## src/rtl/port_evt_irq.sv

```systemverilog
module port_evt_irq #(
  parameter int NPORT = 8
) (
  input  logic             clk,
  input  logic             rst_n,
  input  logic [NPORT-1:0] meas_done,
  input  logic [NPORT-1:0] ilim_flt,
  input  logic [NPORT-1:0] short_flt,
  input  logic             sup_done,
  input  logic             uvlo_flt,
  input  logic             therm_flt,
  input  logic [4:0]       bus_addr,
  input  logic             bus_rd,
  input  logic             bus_wr,
  input  logic [NPORT:0]   bus_wdata,
  output logic [NPORT:0]   bus_rdata,
  output logic             irq_n
);
  localparam int NSRC = NPORT + 1;
  localparam int SW   = $clog2(NSRC);

  logic [1:0]      grp;
  logic [2:0]      idx;
  logic [NSRC-1:0] stb, pend_v, cor_hit, svc, ien, irq_reg;
  logic [1:0]      fin    [NSRC];
  logic [1:0]      pend_f [NSRC];
  logic [1:0]      stat   [NSRC];
  logic [1:0]      evt    [NSRC];
  logic [1:0]      rise   [NSRC];
  logic [1:0]      prv, cur_stat, ph;
  logic [SW-1:0]   sel;
  logic            ien_we;

  assign grp    = bus_addr[4:3];
  assign idx    = bus_addr[2:0];
  assign ien_we = bus_wr && grp == 2'd0 && idx == 3'd1;

  assign stb[NPORT]     = sup_done;
  assign fin[NPORT]     = {therm_flt, uvlo_flt};
  assign cor_hit[NPORT] = bus_rd && grp == 2'd0 && idx == 3'd4;

  always_comb begin
    cur_stat = '0;
    for (int k = 0; k < NSRC; k++)
      if (sel == SW'(k)) cur_stat = stat[k];
  end

  for (genvar i = 0; i < NSRC; i++) begin : g_src
    if (i < NPORT) begin : g_port
      assign stb[i]     = meas_done[i];
      assign fin[i]     = {short_flt[i], ilim_flt[i]};
      assign cor_hit[i] = bus_rd && grp == 2'd3 && idx == 3'(i);
    end
    assign svc[i]  = (sel == SW'(i));
    assign rise[i] = (svc[i] && ph == 2'd1) ? (stat[i] & ~prv) : 2'b00;

    always_ff @(posedge clk) begin
      if (!rst_n) begin
        pend_v[i] <= 1'b0;
        pend_f[i] <= '0;
        stat[i]   <= '0;
        evt[i]    <= '0;
      end else begin
        if (stb[i]) begin
          pend_v[i] <= 1'b1;
          pend_f[i] <= fin[i];
        end else if (svc[i] && ph == 2'd0) begin
          pend_v[i] <= 1'b0;
        end
        if (svc[i] && ph == 2'd0 && pend_v[i]) stat[i] <= pend_f[i];
        evt[i] <= (evt[i] & ~{2{cor_hit[i]}}) | rise[i];
      end
    end


    evt_sticky_chk: assert property (@(posedge clk) disable iff (!rst_n)
      !cor_hit[i] |=> (evt[i] & $past(evt[i])) == $past(evt[i]));

    evt_slot_chk: assert property (@(posedge clk) disable iff (!rst_n)
      (evt[i] & ~$past(evt[i])) != 2'b00 |-> $past(svc[i] && ph == 2'd1));

    cor_prio_chk: assert property (@(posedge clk) disable iff (!rst_n)
      (cor_hit[i] && rise[i] != 2'b00) |=> (evt[i] & $past(rise[i])) == $past(rise[i]));
  end

  always_ff @(posedge clk) begin
    if (!rst_n) begin
      ph      <= '0;
      sel     <= '0;
      prv     <= '0;
      ien     <= '0;
      irq_reg <= '0;
      irq_n   <= 1'b1;
    end else begin
      ph <= ph + 2'd1;
      if (ph == 2'd3) sel <= (sel == SW'(NSRC - 1)) ? '0 : sel + 1'b1;
      if (ph == 2'd0) prv <= cur_stat;
      if (ph == 2'd2)
        for (int k = 0; k < NSRC; k++)
          if (sel == SW'(k)) irq_reg[k] <= ien[k] & (|evt[k]);
      if (ph == 2'd3) irq_n <= ~|irq_reg;
      if (ien_we) ien <= bus_wdata;
    end
  end

  always_comb begin
    bus_rdata = '0;
    if (grp == 2'd0) begin
      case (idx)
        3'd0: bus_rdata = irq_reg;
        3'd1: bus_rdata = ien;
        3'd2: bus_rdata[1:0] = stat[NPORT];
        3'd3, 3'd4: bus_rdata[1:0] = evt[NPORT];
        default: bus_rdata = '0;
      endcase
    end else begin
      for (int k = 0; k < NPORT; k++)
        if (idx == 3'(k)) bus_rdata[1:0] = (grp == 2'd1) ? stat[k] : evt[k];
    end
  end


  pin_follow_chk: assert property (@(posedge clk) disable iff (!rst_n)
    ph == 2'd3 |=> irq_n == !$past(|irq_reg));

  pin_hold_chk: assert property (@(posedge clk) disable iff (!rst_n)
    ph != 2'd3 |=> $stable(irq_n));

  irq_slot_chk: assert property (@(posedge clk) disable iff (!rst_n)
    ph != 2'd2 |=> $stable(irq_reg));
endmodule

```

## config.mk

```make
export PLATFORM = sky130hd
export DESIGN_NAME = port_evt_irq
export DESIGN_NICKNAME = d
export VERILOG_FILES = /design/src/rtl/port_evt_irq.sv
export SDC_FILE = /design/constraint.sdc
export NUM_CORES = 1
export LEC_CHECK = 0
export BUFFER_PORTS_ARGS = -buffer_cell sky130_fd_sc_hd__buf_2
export CAP_MARGIN = 25
export CORE_MARGIN = 3
export CORE_UTILIZATION = 50
export DETAILED_ROUTE_END_ITERATION = 10
export MAX_ROUTING_LAYER = met4
export PLACE_DENSITY = 0.7
export SYNTH_ARGS = -nofsm -noshare
export SYNTH_HDL_FRONTEND = slang
export SYNTH_SLANG_ARGS = --single-unit
```

## constraint.sdc

```tcl
create_clock -name clk -period 3.3 [get_ports clk]
set_clock_uncertainty 0.1 [all_clocks]
set_input_delay 0 -clock clk [delete_from_list [all_inputs] [get_ports clk]]
set_output_delay 0 -clock clk [all_outputs]
set_load 0.03 [all_outputs]
```

==> results.md, run 1 <==
* DRC viols at 0
* Crit path cell chain: mux4_1 -> nor2b_1 -> a311oi_1 -> a31oi_1 -> buf_2
* Share of the yosys chip area belonging to registers at 46.1%
* CP endpoint kind: output pin
* Leakage at 2.18 nW
* RSZ-0062 raised after global routing: false
* DP HPWL at 7.68 mm
* Crit path max-delay family: multiplexers
* Root buffer cell: clkbuf_8
* Clk Latency, worst-skew pair at 0.36 ns
* Top flop regs: evt x18, pend_f x18, stat x18
* Final Cycle Share at 63.6%
* Leading post-synthesis cells by cell area: dfxtp_1 23%, edfxtp_1 23%, nor2b_1 5.1%
* Starting Density at 52.5%
* Final Power at 2.30 mW
* GRT overflow at 0
* Synth Net Count at 520
* Critical path type: register to output pin
* CTS tree: built
* Hold_sp: bus_addr[2]
* Area grow syn2layout at 18.1%
* Top_reg_cell synth: dfxtp_1
* Post-route core utilization at 62.0%
* DR pass1 iterations at 5
* Gates resized, CTS repair at 0
* YS warnings at 0
* Mean Syn Cell Area at 10.0 um^2
* Yosys reg bits at 90
* Top-count cell post-synth: nand2_1
* Clk pin slew, worst setup/hold paths at 0.09 ns
* Cell count along the critical path at 5
* Vias per cell at 5.87
* IO Count at 55
* Vias after detailed routing at 3813
* # setup viols final at 0
* Vias in the first global route at 3819
* Max IR drop VDD at 0.308 mV
* Slowest cell on the critical path: mux4_1
* H-tree Lvls at 3
* Clock Path Buffers at 2
* Mapped Cells at 467
* R2r endpoint: stat[8][1]$_SDFFCE_PN0P_
* DR WL/cell at 17.3 um
* Worst Setup SP: stat[8][1]$_SDFFCE_PN0P_
* R2r worst-path depth at 5
* Async set-or-reset flop fraction in the synthesized netlist at 0%
* Hold EP: evt[6][0]$_SDFF_PN0_
* Nets at 590
* Max-cap violations at 0
* IO buf count at 54
* Crit-path max cell delay at 0.51 ns
* Die area at 10600 um^2
* Die Wd at 103 um
* CP required at 3.20 ns
* Antenna-violating nets left at 0
* CTS buffer count at 9
* Layout cells sized above 1 at 15.9%
* Worst slew margin at 41.0%
* Final hold violation count at 0
* CP arrival at 2.00 ns
* Worst-Margin Slew at 0.884 ns
* Global-route wire length before repair at 18.4 mm
* WL final at 11.2 mm
* FP Rows at 34
* # diodes at 0
* Post-Syn Area at 4690 um^2
* CP bufs+invs at 1
* GRT Overall Usage at 23.2%
* Worst setup SP type: register
* F_max at 477 MHz
* Largest net degree at the start of global routing at 54
* Setup TNS at 0 ns
* Fill count at 731
* Status: completed
* Unique masters post-synth at 53
* Core ar. at 8930 um^2
* Share of the synthesized area in the top cell type at 23.1%
* Starting DRT DRC Count at 332
* Hold depth at 4
* Number of enable flip-flop cells after synthesis at 36
* Top cells by count, synth: 56 x nand2_1, 54 x dfxtp_1, 38 x nor2b_1
* Sink Count at 90
* Reg-to-reg setup timing slack at 1.25 ns
* RD Place Congestion at 0.912
* Tightest Hold Check Type: primary input to register
* Minimum clock period at 2.10 ns
* Initial antenna violation count at 0
* Post-CTS setup buffers at 0
* FF-to-FF Start: sel[0]$_SDFFE_PN0N_
* Pwr/cell area at 416 nW/um^2
* Crit path max fanout at 3
* Post-synth top area cell: dfxtp_1
* Final max-slew violation count at 0
* Die H at 103 um
[tightest hold or removal path, stage by stage]
cell	delay, ns
buf_2	0.17
nand3_1	0.11
a32oi_1	0.06
nor2b_1	0.10
[stage by stage]
| stage | cells | hold slack (ns) | worst slack [ns] | cell area, um^2 |
|---|---|---|---|---|
| finish | 650 | 0.0209 | 1.20 | 5540 |
| global route | 650 | 0.0934 | 1.08 | 5540 |
| CTS | 650 | 0.00281 | 1.19 | 5540 |
| detailed placement | 597 | 0.151 | 1.27 | 4950 |
| global placement | 597 | 0.142 | 1.37 | 4950 |
| floorplan | 467 | 0.0349 | 1.49 | 4690 |
[cells by family (layout without fill, tap and decap cells)]
| logic type | after synthesis | in the layout | synth area share (%) |
|---|---|---|---|
| simple gates | 208 | 208 | 26.0 |
| compound gates | 99 | 99 | 15.1 |
| flops | 90 | 90 | 46.1 |
| buf+inv | 42 | 117 | 4.00 |
| mux | 20 | 20 | 6.57 |
| fa+ha+maj | 8 | 8 | 2.14 |
[layout by cell type (no fill, tap or decap), drive strengths merged, types with 3 or more instances in the layout]
cell type / netlist / routed
a21boi: 20 / 20
nor2: 14 / 14
ha: 8 / 8
inv: 8 / 9
nor2b: 39 / 39
nor3b: 5 / 5
nand2b: 13 / 13
and2: 12 / 12
dfxtp: 54 / 54
and3: 25 / 25
edfxtp: 36 / 36
buf: 14 / 56
clkbuf: 20 / 9
a32oi: 19 / 19
o2111ai: 9 / 9
and3b: 8 / 8
a21o: 3 / 3
mux4: 8 / 8
dlygate4sd3: 0 / 37
o21ai: 19 / 19
and4: 9 / 9
nand3: 15 / 15
a21oi: 15 / 15
nand2: 56 / 56
mux2i: 12 / 12
[how the worst max path moves through the flow]
stage                                to  slack (ns)
6_report                   bus_rdata[1]        1.20
5_1_grt                    bus_rdata[1]        1.08
4_1_cts                    bus_rdata[0]        1.19
3_5_place_dp   stat[8][1]$_SDFFCE_PN0P_        1.27
3_3_place_gp   stat[8][0]$_SDFFCE_PN0P_        1.37
2_1_floorplan       prv[1]$_SDFFE_PN0P_        1.49
[area by class of cell]
| class | instances | area [um^2] | area share [%] |
|---|---|---|---|
| clock inverters | 7 | 91.3 | 1.65 |
| multi-input cells | 335 | 2340 | 42.2 |
| clock buffers | 9 | 124 | 2.24 |
| inverters | 8 | 30.0 | 0.542 |
| flip-flops and latches | 90 | 2160 | 39.1 |
| well taps | 108 | 135 | 2.44 |
| repair buffers | 93 | 656 | 11.8 |
[per-layer routing]
layer / track usage (%) / vias to the layer above / wire, um
li1: - / 1857 / -
met1: 29.7 / 1804 / 4850
met2: 36.2 / 119 / 5350
met3: 4.06 / 33 / 651
met4: 10.6 / 0 / 378
met5: - / - / 0
[timing repair]
action / in CTS / in global routing
endpoints found under the hold margin: 56 / 0
endpoints found under the setup margin: 0 / 0
hold buffers: 37 / 0
[where the power goes]
group          internal (mW)  switching [mW]
registers               1.20          0.0276
clock network          0.424           0.401
logic                  0.116           0.132
(Power assumes the default switching activity.)
==> run 2, diff against run 1 <==
- PLACE_DENSITY: 0.7 -> 0.73
- clock period: 3.3 -> 1.9 ns (I/O delays scaled with it)
==> run 2 against run 1 <==
Net effect:
- the run now ends with setup timing left
- critical path depth stayed put
- sequential cell count stayed put
- cell count is 3.1% higher
- core utilization is 2.1 points higher
- clock power is 75% higher
- first-iteration DRC count is 48% lower
- combinational power is 85% higher
- critical path type unchanged
==> results.md, run 2 (synthesis gave the netlist of run 1 again) <==
* Hold EP: irq_n$_SDFFE_PN1N_
* FF-to-FF Start: sel[0]$_SDFFE_PN0N_
* Worst slew margin at 67.5%
* Layout cells sized above 1 at 20.6%
* GRT overflow at 0
* Final worst setup slack at -0.156 ns
* Top flop regs: evt x18, pend_f x18, stat x18
* Area grow syn2layout at 22.2%
* Minimum clock period at 2.06 ns
* H-tree Lvls at 3
* Most common cell after layout, fill and taps aside: nand2_1
* DP Area at 5080 um^2
* CTS buffer count at 9
* Clk Latency, worst-skew pair at 0.37 ns
* DR WL/cell at 16.7 um
* FF/Latch Area at 2160 um^2
* R2r worst-path depth at 5
* Hold depth at 3
* Tightest Hold Check Type: primary input to register
* Hold_sp: rst_n
* Pwr/cell area at 704 nW/um^2
* Final max-slew violation count at 0
* FP Rows at 34
* Max-cap violations at 0
* CP endpoint kind: output pin
* RSZ-0062 raised after global routing: true
* CTS tree: built
* Area of the multi-input gates at 2370 um^2
* Final hold violation count at 0
* Clock Path Buffers at 2
* R2r endpoint: stat[8][1]$_SDFFCE_PN0P_
* Die Wd at 103 um
* DP HPWL at 7.87 mm
* Post-route core utilization at 64.1%
* Root buffer cell: clkbuf_8
* Core ar. at 8930 um^2
* IO Count at 55
* CP required at 1.80 ns
* DRC viols at 0
* Worst-Margin Slew at 0.487 ns
* Worst setup SP type: register
* Starting Density at 52.5%
* # diodes at 0
* IO buf count at 54
* Fill count at 720
* # setup viols final at 2
* Nets at 610
* Global-route wire length before repair at 18.0 mm
* Critical path type: register to output pin
* Sink Count at 90
* Starting DRT DRC Count at 171
* Largest net degree at the start of global routing at 52
* Clk pin slew, worst setup/hold paths at 0.10 ns
* DR pass1 iterations at 4
* Status: finished with violations
* CP arrival at 1.96 ns
* Reg-to-reg setup timing slack at 0.13 ns
* Max IR drop VDD at 0.338 mV
* Antenna-violating nets left at 0
* WL final at 11.2 mm
* Most frequent cells in the layout: 56 x nand2_1, 52 x dfxtp_1, 52 x buf_2, 37 x nor2b_1, 37 x dlygate4sd3_1
* F_max at 486 MHz
* Leakage at 2.27 nW
* Vias per cell at 5.73
* Vias after detailed routing at 3836
* Die H at 103 um
* Final Cycle Share at 108%
* Vias in the first global route at 3616
* Initial antenna violation count at 0
* Die area at 10600 um^2
* Final Instance Area at 5730 um^2
* RD Place Congestion at 0.917
* GRT Overall Usage at 22.9%
* Crit path max fanout at 2
* Violated checks: setup timing
run 2: cell types whose count changed in the layout (fill, tap and decap cells not counted), moves of 2 or more:
cell	change
buf_4	+22
nor3b_2	-3
nor3b_4	+3
buf_2	-2
clkinv_1	-2
dfxtp_1	-2
dfxtp_2	+2
ha_1	-2
ha_2	+2
mux4_1	-2
mux4_2	+2
run 2: worst max-delay path by stage:
stage / start / to / slack, ns / depth (start not counted)
final: stat[8][1]$_SDFFCE_PN0P_ / bus_rdata[1] / -0.16 / 5
after global routing: stat[8][1]$_SDFFCE_PN0P_ / bus_rdata[1] / -0.25 / 5
after CTS: stat[8][0]$_SDFFCE_PN0P_ / bus_rdata[0] / -0.14 / 5
after detailed placement: sel[1]$_SDFFE_PN0N_ / prv[1]$_SDFFE_PN0P_ / 0.02 / 6
after global placement: sel[1]$_SDFFE_PN0N_ / prv[1]$_SDFFE_PN0P_ / 0.09 / 6
after floorplan: sel[1]$_SDFFE_PN0N_ / prv[1]$_SDFFE_PN0P_ / 0.09 / 7
run 2: final cells by class:
| cell class | count | area share (%) |
|---|---|---|
| Tap cell | 108 | 2.36 |
| Inverter | 8 | 0.524 |
| Clock buffer | 10 | 2.23 |
| Timing Repair Buffer | 113 | 14.2 |
| Multi-Input combinational cell | 335 | 41.4 |
| Clock inverter | 6 | 1.57 |
| Sequential cell | 90 | 37.8 |
run 2: stage by stage:
stage	setup TNS, ns	power (mW)	setup WS [ns]	hold slack, ns	instances
finish	-0.279	4.03	-0.156	0.0593	670
global route	-0.447	4.20	-0.249	0.0781	670
CTS	-0.271	4.04	-0.138	0.0130	669
detailed placement	0	2.56	0.0225	0.147	615
global placement	0	2.55	0.0909	0.139	615
floorplan	0	2.41	0.0881	0.0349	467
run 2: timing repair:
action | in CTS | in global routing
hold buffers | 37 | 0
pin swaps | 2 | 1
setup endpoints to repair | 3 | 24
gates resized for setup | 5 | 10
hold endpoints to repair | 56 | 0
cloned | 0 | 0
buffers inserted | 1 | 1
run 2: metal layers:
| layer | vias to the layer above | routed length, um | GRT usage [%] |
|---|---|---|---|
| met1 | 1813 | 5050 | 29.4 |
| met2 | 111 | 5330 | 36.3 |
| met3 | 16 | 604 | 4.26 |
| met5 | - | 0 | - |
| li1 | 1896 | - | - |
| met4 | 0 | 221 | 8.37 |
run 2: report_power, final:
group	switching, mW	internal [mW]
Combinational	0.235	0.226
Sequential	0.0495	2.08
Clock	0.695	0.747
run 2: critical path, stage by stage, from the launching register on:
cell      delay [ns]
edfxtp_1        0.45
mux4_2          0.48
nor2b_4         0.14
a311oi_2        0.26
a31oi_1         0.09
buf_4           0.18
==> run 3, diff against run 2 <==
- MAX_ROUTING_LAYER: met4 -> unset
==> run 3 against run 2 <==
Net effect:
- the flow still finishes with violations (setup timing)
- fmax fell by 0.51%
- combinational power grew 2%
- largest cell class unchanged
- wire length increased by 1.6%
- clock-buffer cell count grew 1
==> results.md, run 3 (synthesis gave the netlist of run 1 again) <==
* Status: finished with violations
* Violated checks: setup timing
* Vias in the first global route at 3705
* CTS buffer count at 9
* Die Wd at 103 um
* Largest net degree at the start of global routing at 47
* DP Area at 5080 um^2
* Final hold violation count at 0
* Initial antenna violation count at 0
* Clock power share at 32.3%
* Max-cap violations at 0
* Final Power at 3.84 mW
* Final max-slew violation count at 0
* Sink Count at 90
* Starting DRT DRC Count at 220
* F_max at 484 MHz
* # diodes at 0
* Final worst setup slack at -0.166 ns
* Power share of the combinational group at 12.2%
* Die area at 10600 um^2
* CP endpoint kind: output pin
* Psw at 0.973 mW
* GRT Overall Usage at 22.1%
* Crit path max fanout at 2
* Starting Density at 52.5%
* Sequential share of power at 55.5%
* # setup viols final at 2
* Most common cell after layout, fill and taps aside: nand2_1
* Die H at 103 um
* Root buffer cell: clkbuf_8
* RD Place Congestion at 0.902
* Critical path type: register to output pin
* Worst-Margin Slew at 0.445 ns
* Setup Slack @ Placement at 0.0253 ns
* DR pass1 iterations at 5
* Worst setup SP type: register
* Setup TNS at -0.296 ns
* Reg-to-reg setup timing slack at 0.13 ns
* Clock Path Buffers at 2
* DRC viols at 0
* Post-route core utilization at 64.0%
* Clk Latency, worst-skew pair at 0.36 ns
* Clk pin slew, worst setup/hold paths at 0.09 ns
* Final Cycle Share at 109%
* DR WL/cell at 16.9 um
* RSZ-0062 raised after global routing: true
* Max IR drop VDD at 0.475 mV
* Tightest Hold Check Type: primary input to register
* Hold depth at 4
* Worst slew margin at 70.3%
* GRT overflow at 0
* Global-route wire length before repair at 18.1 mm
* IO Count at 55
* WL final at 11.4 mm
* Most frequent cells in the layout: 56 x nand2_1, 52 x dfxtp_1, 52 x buf_2, 38 x dlygate4sd3_1, 37 x nor2b_1
* Pwr/cell area at 672 nW/um^2
* Pint at 2.87 mW
* CP arrival at 1.97 ns
* DP HPWL at 7.88 mm
* CP required at 1.80 ns
* Switching Fraction at 25.3%
* R2r worst-path depth at 6
* Antenna-violating nets left at 0
* Area grow syn2layout at 22.0%
* Layout cells sized above 1 at 21.1%
* Vias after detailed routing at 3924
* Nets at 613
* CTS tree: built
* Minimum clock period at 2.07 ns
* H-tree Lvls at 3
* FP Rows at 34
* IO buf count at 54
* Top flop regs: evt x18, pend_f x18, stat x18
* Vias per cell at 5.83
* Final Instance Area at 5720 um^2
* Leakage at 2.27 nW
* Core ar. at 8930 um^2
## run 3: power by group through the flow
stage               combinational (mW)  clock [mW]  sequential (mW)
floorplan                        0.253           0             2.15
global placement                 0.375           0             2.17
detailed placement               0.386           0             2.17
CTS                              0.453        1.26             2.13
global route                     0.512        1.35             2.14
finish                           0.469        1.24             2.13
## run 3: cell type report
type / count / area (um^2)
Timing Repair Buffer: 116 / 836
Fill cell: 729 / 3210
Inverter: 8 / 30.0
Tap cell: 108 / 135
Clock inverter: 5 / 33.8
Sequential cell: 90 / 2160
Multi-Input combinational cell: 335 / 2370
Clock buffer: 11 / 153
## run 3: through the flow
step | std cells | hold WS (ns)
after floorplan | 467 | 0.0349
after global placement | 615 | 0.140
after detailed placement | 615 | 0.146
after CTS | 670 | 0.0275
after global routing | 673 | 0.0997
final | 673 | 0.0816
## run 3: critical path, cell delays in order, from the launching register on
cell and delay [ns]:
edfxtp_1 0.46, mux4_2 0.49, nor2b_4 0.14, a311oi_2 0.27, a31oi_1 0.08, buf_4 0.18
## run 3: path summary, 6_finish.rpt
| path | start | to |
|---|---|---|
| worst max register to register | sel[0]$_SDFFE_PN0N_ | irq_reg[0]$_SDFFE_PN0P_ |
| worst min register to register | ph[0]$_SDFF_PN0_ | ph[0]$_SDFF_PN0_ |
| worst max-delay path | stat[8][1]$_SDFFCE_PN0P_ | bus_rdata[1] |
| worst min-delay path | bus_addr[2] | evt[7][1]$_SDFF_PN0_ |
## run 3: what timing repair did
action / in CTS / in global routing
setup endpoints to repair: 2 / 24
hold endpoints to repair: 60 / 0
buffers inserted: 1 / 3
pin swaps: 2 / 1
hold buffers: 38 / 0
gates resized for setup: 4 / 11
## run 3: metal layers
layer / vias to the layer above / GRT usage, % / routed length, um
li1: 1904 / - / -
met5: - / 0 / 0
met4: 0 / 8.47 / 284
met1: 1842 / 30.6 / 4830
met3: 26 / 3.38 / 752
met2: 152 / 35.4 / 5520
